==> src/rtl/aftx_pkg.sv <==
package aftx_pkg;

    localparam int MAX_DATA   = 16;
    localparam int NBITS_W    = $clog2(MAX_DATA + 1);
    localparam int LEN_MIN    = 4;
    localparam int LEN_DEF    = 8;
    localparam int LEN_CODE_HI = MAX_DATA - LEN_MIN + 1;

    typedef enum logic [1:0] {
        PAR_NONE = 2'd0,
        PAR_RSVD = 2'd1,
        PAR_EVEN = 2'd2,
        PAR_ODD  = 2'd3
    } par_mode_e;

    typedef enum logic [2:0] {
        ST_IDLE,
        ST_START,
        ST_DATA,
        ST_PAR,
        ST_STOP
    } tx_state_e;

    typedef struct packed {
        logic [MAX_DATA-1:0] bits;      // already in transmit order, bit 0 first
        logic [NBITS_W-1:0]  nbits;
        logic                par_en;
        logic                par_val;
        logic [1:0]          stop_code;
    } frame_plan_t;

    typedef struct packed {
        logic brk;
        logic tri_after;
        logic dis_after;
    } frame_flags_t;

    function automatic logic [NBITS_W-1:0] decode_len(input logic [3:0] code);
        if (code >= 4'd1 && int'(code) <= LEN_CODE_HI)
            return NBITS_W'(int'(code) + LEN_MIN - 1);
        return NBITS_W'(LEN_DEF);
    endfunction

    function automatic logic [MAX_DATA-1:0] bit_reverse(input logic [MAX_DATA-1:0] v);
        logic [MAX_DATA-1:0] r;
        for (int i = 0; i < MAX_DATA; i++) r[i] = v[MAX_DATA-1-i];
        return r;
    endfunction

endpackage

==> src/rtl/aftx_framer.sv <==
module aftx_framer
    import aftx_pkg::*;
(
    input  logic [MAX_DATA-1:0] data,
    input  logic [3:0]          len_code,
    input  logic [1:0]          par_code,
    input  logic [1:0]          stop_code,
    input  logic                msb_first,
    output frame_plan_t         plan
);

    logic [NBITS_W-1:0]  nb;
    logic [NBITS_W-1:0]  unused_w;
    logic [MAX_DATA-1:0] mask;
    logic [MAX_DATA-1:0] masked;
    logic [MAX_DATA-1:0] reversed;
    par_mode_e           pm;

    always_comb begin
        nb       = decode_len(len_code);
        unused_w = NBITS_W'(MAX_DATA) - nb;
        mask     = {MAX_DATA{1'b1}} >> unused_w;
        masked   = data & mask;
        reversed = bit_reverse(masked) >> unused_w;
        pm       = par_mode_e'(par_code);

        plan.nbits     = nb;
        plan.bits      = msb_first ? reversed : masked;
        plan.par_en    = (pm == PAR_EVEN) || (pm == PAR_ODD);
        plan.par_val   = (^masked) ^ (pm == PAR_ODD);
        plan.stop_code = stop_code;
    end

endmodule

==> src/rtl/aftx_bit_timer.sv <==
module aftx_bit_timer #(
    parameter int TICKS_PER_BIT = 16,
    localparam int CNT_W = $clog2(2 * TICKS_PER_BIT + 1)
) (
    input  logic             clk,
    input  logic             rst,
    input  logic             restart,
    input  logic             baud_tick,
    input  logic [CNT_W-1:0] limit,
    output logic             seg_end
);

    logic [CNT_W-1:0] cnt;

    assign seg_end = baud_tick && !restart && (cnt == limit - CNT_W'(1));

    always_ff @(posedge clk) begin
        if (rst || restart)
            cnt <= '0;
        else if (baud_tick)
            cnt <= seg_end ? '0 : cnt + CNT_W'(1);
    end

    // the tick count never runs past the segment length
    assert_tick_in_range_R6: assert property (@(posedge clk) disable iff (rst)
        (limit != '0) |-> (cnt < limit));

endmodule

==> src/rtl/aftx_line_ctrl.sv <==
module aftx_line_ctrl (
    input  logic clk,
    input  logic rst,
    input  logic en_set,
    input  logic accept,
    input  logic frame_end,
    input  logic flag_tri,
    input  logic flag_dis,
    output logic enabled,
    output logic oe
);

    always_ff @(posedge clk) begin
        if (rst) begin
            enabled <= 1'b0;
            oe      <= 1'b1;
        end else begin
            if (en_set)
                enabled <= 1'b1;
            else if (frame_end && flag_dis)
                enabled <= 1'b0;

            if (accept)
                oe <= 1'b1;
            else if (frame_end && flag_tri)
                oe <= 1'b0;
        end
    end

    // the driver is released only as a frame closes
    assert_oe_release_at_end_R10: assert property (@(posedge clk) disable iff (rst)
        $fell(oe) |-> $past(frame_end));

    // a frame cannot start while disabled
    assert_no_accept_disabled_R11: assert property (@(posedge clk) disable iff (rst)
        accept |-> enabled);

endmodule

==> src/rtl/async_frame_tx.sv <==
module async_frame_tx
    import aftx_pkg::*;
#(
    parameter int TICKS_PER_BIT = 16
) (
    input  logic                clk,
    input  logic                rst,
    input  logic                baud_tick,
    input  logic                tx_en_set,
    input  logic [3:0]          cfg_len_code,
    input  logic [1:0]          cfg_parity,
    input  logic [1:0]          cfg_stop,
    input  logic                cfg_msb_first,
    input  logic                cfg_invert,
    input  logic                in_valid,
    output logic                in_ready,
    input  logic [MAX_DATA-1:0] in_data,
    input  logic                in_break,
    input  logic                in_tri_after,
    input  logic                in_dis_after,
    output logic                tx_out,
    output logic                tx_oe,
    output logic                tx_done,
    output logic                tx_enabled
);

    localparam int CNT_W      = $clog2(2 * TICKS_PER_BIT + 1);
    localparam int HALF_TICKS = TICKS_PER_BIT / 2;

    tx_state_e           state;
    frame_plan_t         plan_d, plan_q;
    frame_flags_t        flags_q;
    logic [MAX_DATA-1:0] shreg;
    logic [NBITS_W-1:0]  bit_idx;
    logic [CNT_W-1:0]    limit;
    logic                seg_end;
    logic                accept;
    logic                frame_end;
    logic                level;
    logic                done_q;

    aftx_framer u_framer (
        .data      (in_data),
        .len_code  (cfg_len_code),
        .par_code  (cfg_parity),
        .stop_code (cfg_stop),
        .msb_first (cfg_msb_first),
        .plan      (plan_d)
    );

    assign in_ready  = (state == ST_IDLE) && tx_enabled;
    assign accept    = in_valid && in_ready;
    assign frame_end = (state == ST_STOP) && seg_end;

    always_comb begin
        if (state == ST_STOP)
            limit = CNT_W'(HALF_TICKS * (int'(plan_q.stop_code) + 1));
        else
            limit = CNT_W'(TICKS_PER_BIT);
    end

    aftx_bit_timer #(.TICKS_PER_BIT(TICKS_PER_BIT)) u_timer (
        .clk       (clk),
        .rst       (rst),
        .restart   (accept),
        .baud_tick (baud_tick),
        .limit     (limit),
        .seg_end   (seg_end)
    );

    aftx_line_ctrl u_line (
        .clk       (clk),
        .rst       (rst),
        .en_set    (tx_en_set),
        .accept    (accept),
        .frame_end (frame_end),
        .flag_tri  (flags_q.tri_after),
        .flag_dis  (flags_q.dis_after),
        .enabled   (tx_enabled),
        .oe        (tx_oe)
    );

    always_ff @(posedge clk) begin
        if (rst) begin
            state   <= ST_IDLE;
            plan_q  <= '0;
            flags_q <= '0;
            shreg   <= '0;
            bit_idx <= '0;
            done_q  <= 1'b0;
        end else begin
            done_q <= 1'b0;
            if (accept) begin
                state   <= ST_START;
                plan_q  <= plan_d;
                shreg   <= plan_d.bits;
                flags_q <= '{brk: in_break, tri_after: in_tri_after, dis_after: in_dis_after};
                bit_idx <= '0;
            end else if (seg_end) begin
                unique case (state)
                    ST_START: begin
                        state   <= ST_DATA;
                        bit_idx <= '0;
                    end
                    ST_DATA: begin
                        shreg <= shreg >> 1;
                        if (bit_idx == plan_q.nbits - NBITS_W'(1))
                            state <= plan_q.par_en ? ST_PAR : ST_STOP;
                        else
                            bit_idx <= bit_idx + NBITS_W'(1);
                    end
                    ST_PAR:  state <= ST_STOP;
                    ST_STOP: begin
                        state  <= ST_IDLE;
                        done_q <= 1'b1;
                    end
                    default: state <= ST_IDLE;
                endcase
            end
        end
    end

    always_comb begin
        unique case (state)
            ST_IDLE:  level = 1'b1;
            ST_START: level = 1'b0;
            ST_DATA:  level = shreg[0];
            ST_PAR:   level = plan_q.par_val;
            ST_STOP:  level = 1'b1;
            default:  level = 1'b1;
        endcase
        if (state != ST_IDLE && flags_q.brk)
            level = 1'b0;
    end

    assign tx_out  = level ^ cfg_invert;
    assign tx_done = done_q;

    // an accepting transmitter sits on an idle line
    assert_idle_line_when_ready_R1: assert property (@(posedge clk) disable iff (rst)
        in_ready |-> (tx_out == ~cfg_invert));

    // readiness implies the transmitter is on
    assert_ready_needs_enable_R11: assert property (@(posedge clk) disable iff (rst)
        in_ready |-> tx_enabled);

    // completion is a single-cycle pulse
    assert_done_one_cycle_R12: assert property (@(posedge clk) disable iff (rst)
        tx_done |=> !tx_done);

    // completion returns the block to the idle state
    assert_done_then_idle_R12: assert property (@(posedge clk) disable iff (rst)
        tx_done |-> (state == ST_IDLE));

    // a break frame never shows a high line level
    assert_break_holds_low_R9: assert property (@(posedge clk) disable iff (rst)
        (state != ST_IDLE && flags_q.brk) |-> (tx_out == cfg_invert));

endmodule

==> config.mk <==
export PLATFORM = sky130hd
export DESIGN_NAME = async_frame_tx
export DESIGN_NICKNAME = d
export VERILOG_FILES = /design/src/rtl/aftx_pkg.sv /design/src/rtl/aftx_framer.sv /design/src/rtl/aftx_bit_timer.sv /design/src/rtl/aftx_line_ctrl.sv /design/src/rtl/async_frame_tx.sv
export SDC_FILE = /design/constraint.sdc
export NUM_CORES = 1
export LEC_CHECK = 0
export BUFFER_PORTS_ARGS = -buffer_cell sky130_fd_sc_hd__buf_4
export CAP_MARGIN = 20
export CORE_UTILIZATION = 35
export DETAILED_ROUTE_END_ITERATION = 12
export PLACE_DENSITY = 0.58
export SETUP_SLACK_MARGIN = 0.15
export SYNTH_ARGS = -nofsm -noshare
export SYNTH_HDL_FRONTEND = slang
export SYNTH_SLANG_ARGS = --single-unit
export TNS_END_PERCENT = 20
==> constraint.sdc <==
create_clock -name clk -period 12.6 [get_ports clk]
set_input_delay 2.52 -clock clk [delete_from_list [all_inputs] [get_ports clk]]
set_output_delay 2.52 -clock clk [all_outputs]
set_load 0.05 [all_outputs]
==> results.yml, run 1 <==
route:
  viasPerCell: 5.70
  firstDrtPassIters: 5
  antenna_left: 0
  dr_total_vias: 3691
  drc: 0
  wl_per_cell_um: 16.4
  initialDrtViolationCount: 258
  wl_um: 10600
timing:
  tns_ps: 0
  setup_violations: 0
  tightest_slew_ps: 904
  hold_violations: 0
  slew_headroom: 0.397
  clock_skew_ps: 8.93
  timing.hold.ws_ps: 459
  fin_crit_ps: 7300
  drv_slew: 0
  post-route-period-util: 0.580
  grt_setup_unrepaired: "no"
  max_freq_ghz: 0.137
setup_path:
  critPathMaxStageDelay_ps: 1030
  endpoint_kind: "flip-flop"
  crit_chain: "buf_4 > inv_1 > ha_1 > nor4b_1 > or3_1 > clkinv_1 > ha_1 > o21ai_0 > xnor2_1 > xnor3_1 > nand2_1 > xnor3_1 > xnor2_1 > o211ai_1"
  crit_arrival_ps: 7490
  crit_path_top_delay_cell: "ha_1"
  critical_path_class: "in -> reg"
  r2r_slack_ps: 9090
  start_kind: "input pin"
  crit_fanout: 27
  required_ps: 12790
  reg2regPathDepth: 10
final_layout:
  drive_gt1_frac: 0.113
  final_cell_mix: "nand2_1, nor2_1, dfxtp_1"
  instances_no_fill: 647
  areaGrowthSynthToFinish_pct: 11.8
  final_net_count: 558
  final_common_cell: "nand2_1"
  diodes: 0
  fill_cells: 1007
synth:
  synth_flop_cell: "dfxtp_1"
  synth_warnings: 0
  synth.distinct_cells: 73
  ys_async_sr_fraction: 0
  synth_cells: 494
  synth_edf_count: 0
  syn-num-nets: 539
  ys_seq_elements: 45
  syn_area_sq_um: 3600
  ys_seq_area_frac: 0.250
  postSynthAreaPerCell_sq_um: 7.28
floorplanning:
  die_width_um: 103
  ios: 39
  die_area_sq_um: 10700
  fp.dieH_um: 103
  core_area_sq_um: 9860
  start_util: 0.365
  num_rows: 36
clocking:
  postCtsHoldBufs: 0
  htreeDepth: 2
  cts_tree: "yes"
  cts_resized: 0
  clock_latency_ps: 300
  cts_root_buffer: "clkbuf_8"
  post_cts_buffers: 0
  cts.sinks: 45
  cts.clk_slew.worst_paths_ps: 90
  numCtsBuffers: 5
  clock_path_buffers: 2
hold_path:
  hold_depth: 2
  min_path_type: "reg -> reg"
place:
  place_congestion: 0.939
  dpl.hpwl_um: 7810
  port_buffers: 38
  dpl.cell_count: 639
run:
  drv_cap: 0
global_route:
  antenna_found_initial: 0
  grt_first_pass_wirelength_um: 16500
  grt-ovfl-total: 0
  first_global_vias: 3231
  grt_max_degree: 31
  track_usage: 0.201
pwr:
  power_density_nw_per_um2: 98.5
  ir_worst_vdd_mv: 0.0429
  p_leak_nw: 1.56
outcome:
  status: "complete, no violations"
==> layout make-up <==
cell class / count / area, sq um / area share
inverter: 17 / 63.8 / 0.0159
clock inverter: 2 / 10.0 / 0.00249
multi-input combinational: 404 / 2510 / 0.624
tap: 133 / 166 / 0.0414
timing repair buffer: 40 / 300 / 0.0747
clock buffer: 6 / 72.6 / 0.0180
sequential: 45 / 901 / 0.224
==> path summary, 6_finish.rpt <==
path	start	end
max	cfg_len_code[1]	plan_q[2]
min	flags_q[1]	flags_q[1]
max reg2reg	state[2]	shreg[4]
min reg2reg	flags_q[1]	flags_q[1]
==> cells in the mapped netlist (8+ instances only) <==
master    count  area [sq um]
mux2i_1      13           130
a21oi_1      37           185
xor2_1        8          70.1
nor2_1       54           203
nand3_1      19          95.1
or3_1         9          56.3
dfxtp_1      45           901
inv_1        14          52.6
ha_1         11           138
and2_1        9          56.3
o21ai_0      24           120
clkbuf_1     21          78.8
xnor2_1      13           114
nand2_1      76           285
a31oi_1       9          56.3
==> logic make-up after synthesis <==
| kind of cell | synth area share |
|---|---|
| AOI/OAI and AO/OA | 0.265 |
| xor gates and xnor gates | 0.0744 |
| and+or+nand+nor | 0.283 |
| adders and majority gates | 0.0383 |
| buffers and inverters | 0.0525 |
| DFF | 0.250 |
| muxes | 0.0362 |
==> worst max-delay path: cells and delay by family <==
family	cells	cell delay, ps
XOR/XNOR	4	1190
AND/OR/NAND/NOR	3	1120
AO/OA/AOI/OAI	2	460
buffers and inverters	3	880
adder cells (fa/ha/maj)	2	1300
==> through the flow <==
stage                     setup WS [ps]  utilization  total power [mW]  cell area [sq um]
after floorplan                    6510            -             0.265               3600
after CTS                          5380        0.408             0.396               4020
after global routing               4940        0.408             0.418               4020
final                              5300        0.408             0.396               4020
after global placement             5250        0.399             0.308               3940
after detailed placement           5050        0.399             0.307               3940
==> metal layers <==
layer | GRT usage | up-vias | share of wire
met4 | 0.0683 | 0 | 0.018
met5 | 0 | - | 0
met3 | 0.0188 | 17 | 0.055
li1 | - | 1834 | -
met2 | 0.329 | 135 | 0.44
met1 | 0.276 | 1705 | 0.49
==> sequential cells by signal (all words and copies together), names as in the netlist <==
register,flops
u_line.enabled,1
state,3
plan_q,9
u_line.oe,1
u_timer.cnt,6
flags_q,3
shreg,16
tx_done,1
bit_idx,5
==> report_power, final <==
group          internal [mW]  total [mW]  switching (mW)
Sequential             0.148       0.152         0.00444
Clock                 0.0385      0.0880          0.0494
Combinational         0.0588       0.156          0.0972
Note: power is estimated with default switching activity, not from simulation.
==> inputs of run 2 (changes only) <==
clock period = 7 ns   (was 12.6 ns; I/O delays follow)
==> results.yml, run 2 (synthesis gave the netlist of run 1 again) <==
setup_path:
  r2r_slack_ps: 3410
  crit_fanout: 22
  endpoint_kind: "flip-flop"
  reg2regPathDepth: 10
  required_ps: 7210
  start_kind: "input pin"
  crit_arrival_ps: 6140
  critical_path_class: "in -> reg"
timing:
  post-route-period-util: 0.847
  slew_headroom: 0.426
  setup_violations: 0
  clock_skew_ps: 4.82
  hold_violations: 0
  drv_slew: 0
  tns_ps: 0
  tightest_slew_ps: 859
  fin_crit_ps: 5930
  grt_setup_unrepaired: "no"
  max_freq_ghz: 0.169
clocking:
  htreeDepth: 2
  post_cts_buffers: 0
  postCtsHoldBufs: 0
  cts_root_buffer: "clkbuf_8"
  cts_resized: 0
  clock_latency_ps: 300
  numCtsBuffers: 5
  cts.clk_slew.worst_paths_ps: 90
  cts.sinks: 45
  clock_path_buffers: 2
  cts_tree: "yes"
final_layout:
  diodes: 0
  drive_gt1_frac: 0.115
  top_register: "shreg"
  reg_top3: "shreg (16), plan_q (9), u_timer.cnt (6)"
  finish.utilization: 0.412
  final_net_count: 559
  areaGrowthSynthToFinish_pct: 12.9
  largest_register_ffs: 16
  final_common_cell: "nand2_1"
  final_cell_mix: "nand2_1, nor2_1, dfxtp_1"
place:
  dpl.hpwl_um: 7860
  port_buffers: 38
  place_congestion: 0.976
route:
  routedLengthMet1_um: 4990
  dr_wl_met3_um: 615
  antenna_left: 0
  wl_um: 10500
  viasPerCell: 5.70
  wl_met2_um: 4740
  wl_per_cell_um: 16.2
  top_layer: "met4"
  dr_total_vias: 3695
  initialDrtViolationCount: 198
  firstDrtPassIters: 5
  drc: 0
floorplanning:
  start_util: 0.365
  num_rows: 36
  ios: 39
  die_area_sq_um: 10700
  fp.dieH_um: 103
  die_width_um: 103
  core_area_sq_um: 9860
pwr:
  p_leak_nw: 1.58
  ir_worst_vdd_mv: 0.0958
  power_density_nw_per_um2: 187
global_route:
  grt_max_degree: 31
  track_usage: 0.205
  first_global_vias: 3392
  grt_first_pass_wirelength_um: 17100
  grt-ovfl-total: 0
  antenna_found_initial: 0
outcome:
  status: "complete, no violations"
hold_path:
  hold_depth: 2
  min_path_type: "reg -> reg"
run:
  drv_cap: 0
==> run 2: cell count changes in the layout (fill, tap and decap cells not counted), sizes merged <==
cell,before,now
clkinv,5,3
buf,40,41
bufinv,0,1
clkbuf,6,7
==> run 2: layer usage <==
metal / up-vias / track usage
met5: - / 0
met1: 1705 / 0.288
met3: 15 / 0.0249
met2: 138 / 0.331
met4: 0 / 0.0574
li1: 1837 / -
==> run 2: through the flow <==
stage               worst slack (ps)  std cells  power (mW)  hold slack (ps)  cell area, sq um
floorplan                       2030        494       0.477              437              3600
global placement                 968        640       0.558              437              3950
detailed placement               842        640       0.556              443              3950
CTS                             1160        648       0.762              457              4060
global route                     638        648       0.802              487              4060
finish                          1070        648       0.759              450              4060
==> run 2: where the power goes <==
part	internal, mW	switching [mW]	total [mW]
Sequential	0.266	0.00769	0.274
Combinational	0.106	0.175	0.281
Clock	0.116	0.0880	0.204
Total	0.489	0.270	0.759
==> run 2: final timing paths <==
check | endpoint | startpoint
worst max-delay path | shreg[1] | cfg_len_code[1]
worst max register to register | shreg[4] | state[2]
worst min register to register | u_line.oe | u_line.oe
worst min-delay path | u_line.oe | u_line.oe
==> run 2: layout make-up <==
cell class	instances	area (sq um)
Fill cell	1048	5800
Multi-Input combinational cell	404	2510
Sequential cell	45	901
Timing Repair Buffer	41	308
Tap cell	133	166
Clock buffer	7	86.3
Inverter	17	63.8
Clock inverter	1	30.0
==> run 2: critical path, cell delays in order <==
cell	delay (ps)
buf_4	120
inv_1	70
ha_1	280
nor4b_1	510
or3_1	490
ha_1	360
inv_1	70
ha_1	730
clkinv_1	490
nand3_1	400
a2bb2oi_1	180
o311ai_0	570
nand3_1	200
a221oi_1	260
==> inputs of run 3 (changes only) <==
clock period = 5.5 ns   (was 7 ns; I/O delays follow)
==> results.yml, run 3 (synthesis gave the netlist of run 1 again) <==
outcome:
  status: "complete, no violations"
final_layout:
  final_cell_mix: "nand2_1, nor2_1, buf_4"
  areaGrowthSynthToFinish_pct: 13.6
  diodes: 0
  top_register: "shreg"
  stdcell_area_sq_um: 4090
  instances_no_fill: 652
  final_common_cell: "nand2_1"
  drive_gt1_frac: 0.123
  largest_register_ffs: 16
  multi_input_area_sq_um: 2510
  fill_cells: 1011
  final_net_count: 564
  regArea_sq_um: 901
  reg_top3: "shreg (16), plan_q (9), u_timer.cnt (6)"
timing:
  post-route-period-util: 0.885
  tightest_slew_ps: 806
  clock_skew_ps: 9.41
  setup_violations: 0
  grt_setup_unrepaired: "no"
  drv_slew: 0
  slew_headroom: 0.460
  fin_crit_ps: 4870
  hold_violations: 0
  tns_ps: 0
  max_freq_ghz: 0.206
pwr:
  finalPower_uw: 965
  p_switching_uw: 352
  combPwrFrac: 0.385
  ir_worst_vdd_mv: 0.0833
  p_leak_nw: 1.60
  power_frac_clock: 0.254
  seqPwrFrac: 0.361
  p_sw_frac: 0.365
  power_density_nw_per_um2: 236
  p_int_uw: 613
run:
  drv_cap: 0
floorplanning:
  die_area_sq_um: 10700
  die_width_um: 103
  ios: 39
  fp.dieH_um: 103
  start_util: 0.365
  core_area_sq_um: 9860
  num_rows: 36
clocking:
  postCtsHoldBufs: 0
  clock_latency_ps: 300
  post_cts_buffers: 0
  cts_resized: 0
  cts_root_buffer: "clkbuf_8"
  cts.clk_slew.worst_paths_ps: 80
  clock_path_buffers: 2
  numCtsBuffers: 5
  cts.sinks: 45
  cts_tree: "yes"
  htreeDepth: 2
route:
  wl_per_cell_um: 16.6
  firstDrtPassIters: 5
  initialDrtViolationCount: 238
  drc: 0
  antenna_left: 0
  dr_total_vias: 3726
  viasPerCell: 5.71
  wl_um: 10800
setup_path:
  crit_chain: "buf_4 > inv_1 > ha_1 > nor4b_1 > or3_1 > ha_1 > inv_1 > ha_1 > nand2b_1 > o31ai_1 > o21ai_1 > nor2_1 > a311oi_1 > mux2i_1 > o31ai_1"
  crit_family: "compound AO/OA/AOI/OAI gates"
  cp_num_buf_inv: 3
  worstReg2RegStart: "state[2]"
  crit_path_top_delay_cell: "a311oi_1"
  start_kind: "input pin"
  critPathMaxStageDelay_ps: 620
  critical_path_class: "in -> reg"
  crit_fanout: 7
  endpoint_kind: "flip-flop"
  path_common_cell: "ha_1"
  crit_path_start: "cfg_len_code[1]"
  crit_arrival_ps: 5070
  required_ps: 5710
global_route:
  track_usage: 0.206
  grt_first_pass_wirelength_um: 17000
  first_global_vias: 3319
  grt-ovfl-total: 0
  grt_max_degree: 31
  antenna_found_initial: 0
place:
  place_area_sq_um: 3980
  place_congestion: 0.944
  dpl.hpwl_um: 8060
  dpl.cell_count: 645
  port_buffers: 38
hold_path:
  min_path_type: "reg -> reg"
  min-delay-start: "u_line.oe"
## run 3: cell count changes in the layout (fill, tap and decap cells not counted)
| cell | previous run | this run |
|---|---|---|
| buf_4 | 41 | 46 |
| clkbuf_1 | 1 | 0 |
| clkbuf_8 | 6 | 5 |
| clkinv_2 | 0 | 1 |
## run 3: power groups by stage
stage | Clock, mW | Sequential (mW) | Combinational, mW
2_1_floorplan | 0 | 0.354 | 0.253
3_3_place_gp | 0 | 0.356 | 0.367
3_5_place_dp | 0 | 0.356 | 0.362
4_1_cts | 0.252 | 0.349 | 0.363
5_1_grt | 0.265 | 0.350 | 0.401
6_report | 0.245 | 0.349 | 0.371
## run 3: final cells by class
| class | instances | share of cell area |
|---|---|---|
| Clock inverter | 2 | 0.00857 |
| Sequential cell | 45 | 0.220 |
| Multi-Input combinational cell | 404 | 0.613 |
| Inverter | 17 | 0.0156 |
| Tap cell | 133 | 0.0407 |
| Clock buffer | 5 | 0.0168 |
| Timing Repair Buffer | 46 | 0.0845 |
## run 3: path summary, 6_finish.rpt
path	end	slack, ps	depth (start not counted)
max	shreg[0]	630	15
min	u_line.oe	450	2
min reg2reg	u_line.oe	450	2
max reg2reg	shreg[7]	1990	11
## run 3: metrics by stage
stage | setup WS, ps | hold slack, ps | util
after global routing | 357 | 478 | 0.414
after CTS | 669 | 456 | 0.414
after floorplan | 834 | 437 | -
after global placement | 512 | 432 | 0.404
after detailed placement | 359 | 443 | 0.404
final | 635 | 452 | 0.414
## run 3: per-layer routing
layer,up-vias,track usage,routed length (um),part of all wire
met3,18,0.0188,612,0.056
li1,1847,-,-,-
met1,1705,0.292,5190,0.48
met2,156,0.325,4830,0.45
met4,0,0.0704,218,0.020
met5,-,0,0,0
## run 3: tightest hold or removal path: cells and delay by family (launching register included)
kind          cells  cell delay (ps)
flops             1              320
simple gates      2               90
